File: config.mk
export PLATFORM = sky130hd
export DESIGN_NAME = corner_tag_seq
export DESIGN_NICKNAME = d
export VERILOG_FILES = /design/src/rtl/corner_pkg.sv /design/src/rtl/corner_classify.sv /design/src/rtl/step_timer.sv /design/src/rtl/corner_tag_seq.sv
export SDC_FILE = /design/constraint.sdc
export NUM_CORES = 1
export LEC_CHECK = 0
export CAP_MARGIN = 40
export CORE_ASPECT_RATIO = 1.5
export CORE_UTILIZATION = 35
export CTS_CLUSTER_DIAMETER = 50
export DETAILED_ROUTE_END_ITERATION = 10
export PLACE_DENSITY = 0.82
export SLEW_MARGIN = 20
export SYNTH_ARGS = -nofsm -noshare
export SYNTH_HDL_FRONTEND = slang
export SYNTH_HIERARCHICAL = 1
export SYNTH_SLANG_ARGS = --single-unit
File: constraint.sdc
create_clock -name clk -period 4.1 [get_ports clk]
set_input_delay 0.41 -clock clk [delete_from_list [all_inputs] [get_ports clk]]
set_output_delay 0.41 -clock clk [all_outputs]
set_load 0.03 [all_outputs]
File: src/rtl/corner_pkg.sv
package corner_pkg;
  typedef enum logic [1:0] {
    CODE_TYP  = 2'b00,
    CODE_FAST = 2'b01,
    CODE_SLOW = 2'b10,
    CODE_BAD  = 2'b11
  } corner_t;

  typedef enum logic [1:0] {
    ST_IDLE   = 2'd0,
    ST_SETTLE = 2'd1,
    ST_WAIT   = 2'd2
  } seq_state_t;
endpackage

File: src/rtl/corner_classify.sv
module corner_classify
  import corner_pkg::*;
#(
  parameter int ADC_W = 10
) (
  input  logic [ADC_W-1:0] reading,
  input  logic [ADC_W-1:0] fast_lim,
  input  logic [ADC_W-1:0] slow_lim,
  input  logic             fast_ok,
  input  logic             slow_ok,
  output corner_t          code,
  output logic             reject
);
  // Fast takes priority when the two limits overlap.
  always_comb begin
    if (reading > fast_lim)      code = CODE_FAST;
    else if (reading < slow_lim) code = CODE_SLOW;
    else                         code = CODE_TYP;
  end

  always_comb begin
    unique case (code)
      CODE_FAST: reject = !fast_ok;
      CODE_SLOW: reject = !slow_ok;
      default:   reject = 1'b0;
    endcase
  end
endmodule

File: src/rtl/step_timer.sv
module step_timer #(
  parameter int CNT_W = 8
) (
  input  logic             clk,
  input  logic             rst,
  input  logic             load,
  input  logic [CNT_W-1:0] load_val,
  output logic             expired
);
  logic [CNT_W-1:0] cnt;

  always_ff @(posedge clk) begin
    if (rst)              cnt <= '0;
    else if (load)        cnt <= load_val;
    else if (cnt != '0)   cnt <= cnt - CNT_W'(1);
  end

  assign expired = (cnt == '0);
endmodule

File: src/rtl/corner_tag_seq.sv
module corner_tag_seq
  import corner_pkg::*;
#(
  parameter int N_STEPS  = 4,
  parameter int ADC_W    = 10,
  parameter int SETTLE_W = 6,
  parameter int TIMEOUT  = 16,
  localparam int STEP_W  = (N_STEPS > 1) ? $clog2(N_STEPS) : 1,
  localparam int TAG_W   = 2 * N_STEPS
) (
  input  logic                     clk,
  input  logic                     rst,
  input  logic                     start,
  input  logic [SETTLE_W-1:0]      settle_cycles,
  input  logic [N_STEPS-1:0]       cur_level_cfg,
  input  logic [N_STEPS*ADC_W-1:0] fast_thr,
  input  logic [N_STEPS*ADC_W-1:0] slow_thr,
  input  logic [TAG_W-1:0]         allow_cfg,
  input  logic                     adc_done,
  input  logic [ADC_W-1:0]         adc_data,
  output logic [STEP_W-1:0]        struct_sel,
  output logic                     cur_hi,
  output logic                     adc_start,
  output logic                     busy,
  output logic [TAG_W-1:0]         tag,
  output logic                     tag_valid,
  output logic                     out_of_window
);
  localparam int TMO_W  = (TIMEOUT > 1) ? $clog2(TIMEOUT) : 1;
  localparam int CNT_W  = (TMO_W > SETTLE_W) ? TMO_W : SETTLE_W;
  localparam logic [STEP_W-1:0] LAST_STEP = STEP_W'(N_STEPS - 1);
  localparam logic [CNT_W-1:0]  TMO_LOAD  = CNT_W'(TIMEOUT - 1);

  seq_state_t          state;
  logic [STEP_W-1:0]   step;
  logic [ADC_W-1:0]    fast_arr [N_STEPS];
  logic [ADC_W-1:0]    slow_arr [N_STEPS];
  logic [1:0]          allow_arr[N_STEPS];
  logic                tmr_load, tmr_zero;
  logic [CNT_W-1:0]    tmr_val;
  corner_t             cls_code;
  logic                cls_reject;
  logic                last_step, step_end;
  logic [STEP_W-1:0]   step_nxt;

  // Unpack per-step configuration.
  for (genvar s = 0; s < N_STEPS; s++) begin : g_unpack
    assign fast_arr[s]  = fast_thr[s*ADC_W +: ADC_W];
    assign slow_arr[s]  = slow_thr[s*ADC_W +: ADC_W];
    assign allow_arr[s] = allow_cfg[2*s +: 2];
  end

  corner_classify #(.ADC_W(ADC_W)) u_cls (
    .reading (adc_data),
    .fast_lim(fast_arr[step]),
    .slow_lim(slow_arr[step]),
    .fast_ok (allow_arr[step][0]),
    .slow_ok (allow_arr[step][1]),
    .code    (cls_code),
    .reject  (cls_reject)
  );

  step_timer #(.CNT_W(CNT_W)) u_tmr (
    .clk     (clk),
    .rst     (rst),
    .load    (tmr_load),
    .load_val(tmr_val),
    .expired (tmr_zero)
  );

  assign last_step = (step == LAST_STEP);
  assign step_end  = (state == ST_WAIT) && (adc_done || tmr_zero);
  assign step_nxt  = step + STEP_W'(1);

  // Timer reload: settle window on entry to a step, timeout on request.
  always_comb begin
    tmr_load = 1'b0;
    tmr_val  = '0;
    if (state == ST_IDLE && start) begin
      tmr_load = 1'b1;
      tmr_val  = CNT_W'(settle_cycles);
    end else if (state == ST_SETTLE && tmr_zero) begin
      tmr_load = 1'b1;
      tmr_val  = TMO_LOAD;
    end else if (step_end && !last_step) begin
      tmr_load = 1'b1;
      tmr_val  = CNT_W'(settle_cycles);
    end
  end

  always_ff @(posedge clk) begin
    if (rst) begin
      state         <= ST_IDLE;
      step          <= '0;
      cur_hi        <= 1'b0;
      adc_start     <= 1'b0;
      busy          <= 1'b0;
      tag           <= '1;
      tag_valid     <= 1'b0;
      out_of_window <= 1'b0;
    end else begin
      unique case (state)
        ST_IDLE: begin
          if (start) begin
            state         <= ST_SETTLE;
            step          <= '0;
            cur_hi        <= cur_level_cfg[0];
            busy          <= 1'b1;
            tag           <= '1;
            tag_valid     <= 1'b0;
            out_of_window <= 1'b0;
          end
        end
        ST_SETTLE: begin
          if (tmr_zero) begin
            adc_start <= 1'b1;
            state     <= ST_WAIT;
          end
        end
        ST_WAIT: begin
          adc_start <= 1'b0;
          if (adc_done) begin
            tag[2*step +: 2] <= cls_code;
            if (cls_reject) out_of_window <= 1'b1;
          end else if (tmr_zero) begin
            tag[2*step +: 2] <= CODE_BAD;
            out_of_window    <= 1'b1;
          end
          if (step_end) begin
            if (last_step) begin
              state     <= ST_IDLE;
              busy      <= 1'b0;
              tag_valid <= 1'b1;
            end else begin
              step   <= step_nxt;
              cur_hi <= cur_level_cfg[step_nxt];
              state  <= ST_SETTLE;
            end
          end
        end
        default: state <= ST_IDLE;
      endcase
    end
  end

  assign struct_sel = step;

  // Checks
  logic tag_has_bad;
  always_comb begin
    tag_has_bad = 1'b0;
    for (int i = 0; i < N_STEPS; i++)
      if (tag[2*i +: 2] == 2'b11) tag_has_bad = 1'b1;
  end

  a_r4_start_pulse: assert property (@(posedge clk) disable iff (rst)
    adc_start |=> !adc_start);

  a_r2_sel_hold: assert property (@(posedge clk) disable iff (rst)
    adc_start |-> $stable(struct_sel));

  a_r7_valid_idle: assert property (@(posedge clk) disable iff (rst)
    tag_valid |-> !busy);

  a_r7_valid_rise: assert property (@(posedge clk) disable iff (rst)
    $rose(tag_valid) |-> $past(busy));

  a_r10_bad_flagged: assert property (@(posedge clk) disable iff (rst)
    (tag_valid && tag_has_bad) |-> out_of_window);

  a_r8_busy_start: assert property (@(posedge clk) disable iff (rst)
    (busy && start) |=> (busy || $rose(tag_valid)));
endmodule

==> results of run 1 <==
## placed cells by master (no fill, tap or decap), types with 3 or more instances in the layout
master           count
ha_1                26
nand3_1              8
clkbuf_8             3
dfxtp_1             22
a21oi_1             22
buf_4                3
nand2_1             26
o21ai_0              5
nor3b_1              3
mux2i_1              9
nor2b_1              3
inv_1               27
clkdlybuf4s50_1    126
nor2_1              13
a21oi_2              5
nand2b_1             3
xnor2_1              3
nor3_1               6
mux4_2              22
o22ai_1              3
## logic make-up (layout without fill, tap and decap cells)
kind of cell    Yosys count  after routing  share of synthesized area [%]
mux                      31             31                           24.0
fa+ha+maj                26             26                           13.3
flops                    23             23                           18.9
simple gates             82             82                           18.8
xor+xnor                  3              3                           1.08
compound gates           56             56                           15.9
buf+inv                  40            162                           8.00
## worst paths after layout
check / start / endpoint / depth (start not counted) / slack [ns]
max: struct_sel[0]$_SDFFE_PP0P_ / out_of_window$_SDFFE_PP0P_ / 12 / 0.93
min: cur_hi$_SDFFE_PP0P_ / cur_hi$_SDFFE_PP0P_ / 2 / 0.49
max reg2reg: struct_sel[0]$_SDFFE_PP0P_ / out_of_window$_SDFFE_PP0P_ / 12 / 0.93
min reg2reg: cur_hi$_SDFFE_PP0P_ / cur_hi$_SDFFE_PP0P_ / 2 / 0.49
## synth_stat cells, types with 3 or more instances
library cell,instances
nor3b_1,3
nand2b_1,3
nand3_1,8
dfxtp_1,23
nand2_1,26
nor3_1,6
mux4_2,22
ha_1,26
o21ai_0,5
clkbuf_1,3
a21oi_1,22
a21oi_2,5
nor2_1,13
nor2b_1,3
inv_1,27
xnor2_1,3
buf_2,3
o22ai_1,3
mux2i_1,9
## per-stage QoR
stage               setup slack, ns  instance area [µm²]  utilization (%)  hold slack (ns)  total power [mW]
floorplan                     0.987                 2440                -            0.476             0.771
global placement              0.983                 3730             56.4            0.464             0.965
detailed placement            0.904                 3750             56.6            0.473             0.987
CTS                           0.878                 3790             57.3            0.489              1.13
global route                  0.686                 3790             57.3            0.521              1.21
finish                        0.926                 3790             57.3            0.492              1.13
## area by class of cell
class / count / area (µm²)
clock buffer: 4 / 45.0
inverter: 28 / 108
multi-input combinational: 198 / 1780
fill: 596 / 2830
tap: 76 / 95.1
sequential: 23 / 462
timing repair buffer: 130 / 1300
## power by group through the flow
stage / combinational [mW] / sequential [mW] / clock (mW)
finish: 0.659 / 0.329 / 0.142
global route: 0.718 / 0.335 / 0.159
CTS: 0.657 / 0.329 / 0.148
detailed placement: 0.653 / 0.334 / 0
global placement: 0.635 / 0.330 / 0
floorplan: 0.442 / 0.329 / 0
## worst register-to-register path, cell delays in order, from the launching register on
cell and delay (ns):
dfxtp_2 0.67, buf_4 0.28, mux4_2 0.52, inv_1 0.07
ha_1 0.23, nand4_1 0.13, nor3_1 0.07, o41a_1 0.48
mux2i_1 0.16, mux2i_1 0.15, nor2_1 0.05, o21ai_0 0.16
a21oi_1 0.08
## metal layers
metal  GRT usage, %  vias to the layer above  wire length, µm
met1           20.7                     1200             2690
li1               -                     1207                -
met3           3.20                        6              494
met4           4.43                        0               76
met2           41.1                      102             4190
met5              0                        -                0
## sequential cells by signal, summed over array words and instances (netlist names)
signal,flops
state,2
out_of_window,1
tag,8
struct_sel,2
adc_start,1
busy,1
tag_valid,1
cur_hi,1
u_tmr/cnt,6
==> impl_metrics.py, run 1 <==
metrics = {
    "power": {
        "p_clk_share_pct": 12.6,
        "power.density_nw_per_um2": 298,
        "leakagePower_nw": 1.48,
        "p_seq_share_pct": 29.1,
        "power.share.switching_pct": 40.0,
        "intPower_mw": 0.678,
        "power_frac_comb_pct": 58.3,
        "p_sw_mw": 0.452,
        "peakVddDrop_mv": 0.470,
    },
    "clocking": {
        "clk_latency_ns": 0.27,
        "cts_resized": 0,
        "htreeDepth": 1,
        "clock-sinks": 23,
        "post_cts_buffers": 0,
        "clockBufferDepth": 2,
        "numCtsBuffers": 3,
        "cts_tree": "built",
        "cts_hold_buf": 0,
        "cts.clk_slew.worst_paths_ns": 0.09,
        "clockRootBuffer": "clkbuf_8",
    },
    "floorplanning": {
        "rows": 36,
        "boundaryPins": 127,
        "coreArea_um2": 6620,
        "die_h_um": 104,
        "initial_core_util_pct": 36.8,
        "die_width_um": 70.2,
        "die-area_um2": 7320,
    },
    "place": {
        "dp.cells": 455,
        "dp_hpwl_um": 6310,
        "port_buffers": 126,
        "place_congestion": 0.877,
    },
    "timing": {
        "fin_crit_sh_pct": 77.4,
        "slew_viol_final": 0,
        "post-route-min-period_ns": 3.17,
        "rsz0062_at_grt": "no",
        "setup_tns_ns": 0,
        "slew_headroom_pct": 65.5,
        "setup_viol": 0,
        "tightestPinTransition_ns": 0.516,
        "clock_skew_ns": 0.0104,
        "hold_viol": 0,
        "max_freq_mhz": 315,
    },
    "critical_path": {
        "cpLargestDelayFamily": "multiplexers",
        "endpoint_kind": "flop",
        "setup.worst_path.start_class": "flop",
        "cp_max_fo": 16,
        "critPathKind": "flop to flop",
        "cp.required_ns": 4.25,
        "path_cells": "buf_4 > mux4_2 > inv_1 > ha_1 > nand4_1 > nor3_1 > o41a_1 > mux2i_1 > mux2i_1 > nor2_1 > o21ai_0 > a21oi_1",
        "slowest_stage": "dfxtp_2",
        "critPathBufInv": 2,
        "worstPathArrival_ns": 3.32,
        "cp_common_cell": "mux2i_1",
        "slowest_delay_ns": 0.67,
    },
    "route": {
        "wirelength_um": 7450,
        "drcViolationCount": 0,
        "drtIter0Drc": 75,
        "drt-wirelength-per-cell_um": 16.2,
        "drtPass1Iterations": 4,
        "via_per_inst": 5.48,
        "antenna_left": 0,
        "vias": 2515,
    },
    "layout": {
        "nNetsFinal": 522,
        "diodes": 0,
        "drive_gt1_share_pct": 13.3,
        "area_growth_pct": 55.4,
        "layoutNonFillerInstCount": 459,
    },
    "synth": {
        "yosys-top-cells-area": "mux4_2 (20%), dfxtp_1 (19%), ha_1 (13%), a21oi_1 (4.5%), inv_1 (4.2%)",
        "syn_inst": 261,
        "synth-edff-count": 0,
        "syn-cell-area_um2": 2440,
        "yosysUniqueCellTypes": 55,
        "syn-num-nets": 399,
        "synth_top_area_cell": "mux4_2",
        "synth.avg_cell_area_um2": 9.35,
        "synthArstFlopShare_pct": 0,
        "synth-seq-area-share_pct": 18.9,
        "ys_seq_elements": 23,
        "yosysTopAreaCellShare_pct": 20.3,
        "synth_flop_cell": "dfxtp_1",
        "ys_warn_count": 6,
    },
    "global_routing": {
        "grt_pass1_wl_um": 12100,
        "overflow": 0,
        "track_usage_pct": 20.2,
        "grt_pass1_vias": 2693,
        "grt_max_degree": 24,
        "antenna_found_initial": 0,
    },
    "min_path": {
        "hp-class": "flop to flop",
    },
    "outcome": {
        "status": "finished clean",
    },
    "run": {
        "cap_violations": 0,
    },
}
(Power assumes the default switching activity.)
==> run 2: changes to the inputs <==
clock period = 2.95 ns   (was 4.1 ns; I/O delays follow)
==> run 2 against run 1 <==
- sequential power increased by 36%
- largest power group unchanged
- clock skew shrank 0.0081 ns
- combinational power is 48% higher
- die area is the same
- critical endpoint unchanged
- register-to-register slack worse by 0.80 ns
- flip-flop and latch count is the same
- final area is 4.5% higher
- worst hold slack worse by 0.0038 ns
- via count grew 2.0%
- clock-buffer cell count shrank 1
- non-clock buffer count grew 16
- critical path depth rose by 1
==> impl_metrics.py, run 2 (synthesized netlist as in run 1, its figures left out) <==
metrics = {
    "global_routing": {
        "grt_max_degree": 21,
        "grt_pass1_wl_um": 12200,
        "grt_use_met1_pct": 20.4,
        "grt.busiest_layer": "met2",
        "track_usage_pct": 20.4,
        "gr-usage-met3_pct": 3.49,
        "grt_util_met2_pct": 41.1,
        "overflow": 0,
        "antenna_found_initial": 0,
        "grt_pass1_vias": 2701,
    },
    "power": {
        "power_frac_comb_pct": 60.3,
        "leakagePower_nw": 1.57,
        "power.share.switching_pct": 39.8,
        "p_sw_mw": 0.643,
        "p_seq_share_pct": 27.6,
        "peakVddDrop_mv": 0.409,
        "intPower_mw": 0.972,
        "p_clk_share_pct": 12.1,
        "power.density_nw_per_um2": 408,
    },
    "outcome": {
        "status": "finished clean",
    },
    "place": {
        "dp_hpwl_um": 6220,
        "place_congestion": 0.867,
        "port_buffers": 126,
    },
    "floorplanning": {
        "boundaryPins": 127,
        "initial_core_util_pct": 36.8,
        "die-area_um2": 7320,
        "die_width_um": 70.2,
        "rows": 36,
        "coreArea_um2": 6620,
        "die_h_um": 104,
    },
    "route": {
        "drt-wirelength-per-cell_um": 16.4,
        "drtIter0Drc": 66,
        "via_per_inst": 5.40,
        "antenna_left": 0,
        "drtPass1Iterations": 4,
        "vias": 2565,
        "wirelength_um": 7800,
        "drcViolationCount": 0,
    },
    "clocking": {
        "cts_hold_buf": 0,
        "clockRootBuffer": "clkbuf_8",
        "cts.clk_slew.worst_paths_ns": 0.08,
        "clk_latency_ns": 0.26,
        "htreeDepth": 1,
        "cts_tree": "built",
        "numCtsBuffers": 3,
        "clockBufferDepth": 2,
        "clock-sinks": 23,
    },
    "layout": {
        "diodes": 0,
        "drive_gt1_share_pct": 18.5,
        "fin_util_pct": 59.8,
        "largest-register": "tag",
        "mostFrequentLayoutCells": "clkdlybuf4s50_1 (126), nand2_1 (26), inv_1 (25), ha_1 (25), mux4_2 (22)",
        "area_growth_pct": 62.4,
        "largest_reg_flops": 8,
        "nNetsFinal": 538,
        "layout_commonest_cell": "clkdlybuf4s50_1",
        "reg.largest.list": "tag (8), u_tmr/cnt (6)",
    },
    "timing": {
        "hold_viol": 0,
        "tightestPinTransition_ns": 0.689,
        "slew_headroom_pct": 53.9,
        "setup_viol": 0,
        "max_freq_mhz": 354,
        "clock_skew_ns": 0.00229,
        "holdWs_ns": 0.488,
        "post-route-min-period_ns": 2.83,
        "slew_viol_final": 0,
        "fin_crit_sh_pct": 95.8,
    },
    "critical_path": {
        "slowest_stage": "mux4_2",
        "cp.required_ns": 3.07,
        "slowest_delay_ns": 0.50,
        "path_cells": "buf_8 > mux4_2 > inv_2 > ha_1 > a21o_1 > nand3_1 > a21oi_1 > o41a_1 > mux2i_1 > mux2i_1 > nor2_1 > o21ai_1 > a21oi_1",
        "endpoint_kind": "flop",
        "setup.worst_path.start_class": "flop",
        "cp_max_fo": 7,
        "worstPathArrival_ns": 2.95,
        "critPathKind": "flop to flop",
    },
    "run": {
        "cap_violations": 0,
    },
    "min_path": {
        "hp-class": "flop to flop",
    },
}
run 2: power groups by stage:
stage | clock, mW | combinational (mW) | sequential, mW
finish | 0.195 | 0.974 | 0.446
global route | 0.217 | 1.07 | 0.454
CTS | 0.203 | 0.925 | 0.453
detailed placement | 0 | 0.919 | 0.460
global placement | 0 | 0.893 | 0.458
floorplan | 0 | 0.615 | 0.458
run 2: timing repair:
item / 4_1_cts / 5_1_grt
resized for setup: 0 / 13
endpoints found under the setup margin: 0 / 5
setup buffers: 0 / 13
run 2: through the flow:
| step | area [µm²] | instances | TNS, ns | worst slack, ns | total power, mW |
|---|---|---|---|---|---|
| global route | 3960 | 475 | -0.0195 | -0.0195 | 1.75 |
| detailed placement | 3780 | 458 | -0.0339 | -0.0327 | 1.38 |
| finish | 3960 | 475 | 0 | 0.125 | 1.62 |
| global placement | 3780 | 458 | 0 | 0.0485 | 1.35 |
| floorplan | 2450 | 261 | 0 | 0.0401 | 1.07 |
| CTS | 3820 | 462 | 0 | 0.0400 | 1.58 |
run 2: per-layer routing:
metal,routed length (µm),up-vias,share of wire (%)
met5,0,-,0
met2,4440,109,57
li1,-,1238,-
met4,171,0,2.2
met3,524,18,6.7
met1,2660,1200,34
run 2: worst paths after layout:
check / from / to / slack [ns] / depth (start not counted)
worst min-delay path: cur_hi$_SDFFE_PP0P_ / cur_hi$_SDFFE_PP0P_ / 0.49 / 2
worst max-delay path: struct_sel[0]$_SDFFE_PP0P_ / out_of_window$_SDFFE_PP0P_ / 0.12 / 13
worst max register to register: struct_sel[0]$_SDFFE_PP0P_ / out_of_window$_SDFFE_PP0P_ / 0.12 / 13
worst min register to register: cur_hi$_SDFFE_PP0P_ / cur_hi$_SDFFE_PP0P_ / 0.49 / 2
run 2: critical path: cells and delay by family (launching register included):
family | cells | cell delay [ns]
AO/OA/AOI/OAI | 5 | 0.94
multiplexers | 3 | 0.78
flip-flops | 1 | 0.37
AND/OR/NAND/NOR | 2 | 0.15
adder cells (fa/ha/maj) | 1 | 0.24
buffers and inverters | 2 | 0.20
run 2: cell type report:
cell class                      count  area [µm²]
Multi-Input combinational cell    198        1810
Tap cell                           76        95.1
Clock buffer                        3        41.3
Fill cell                         563        2660
Clock inverter                      1        5.00
Sequential cell                    23         465
Timing Repair Buffer              146        1440
Inverter                           28         108
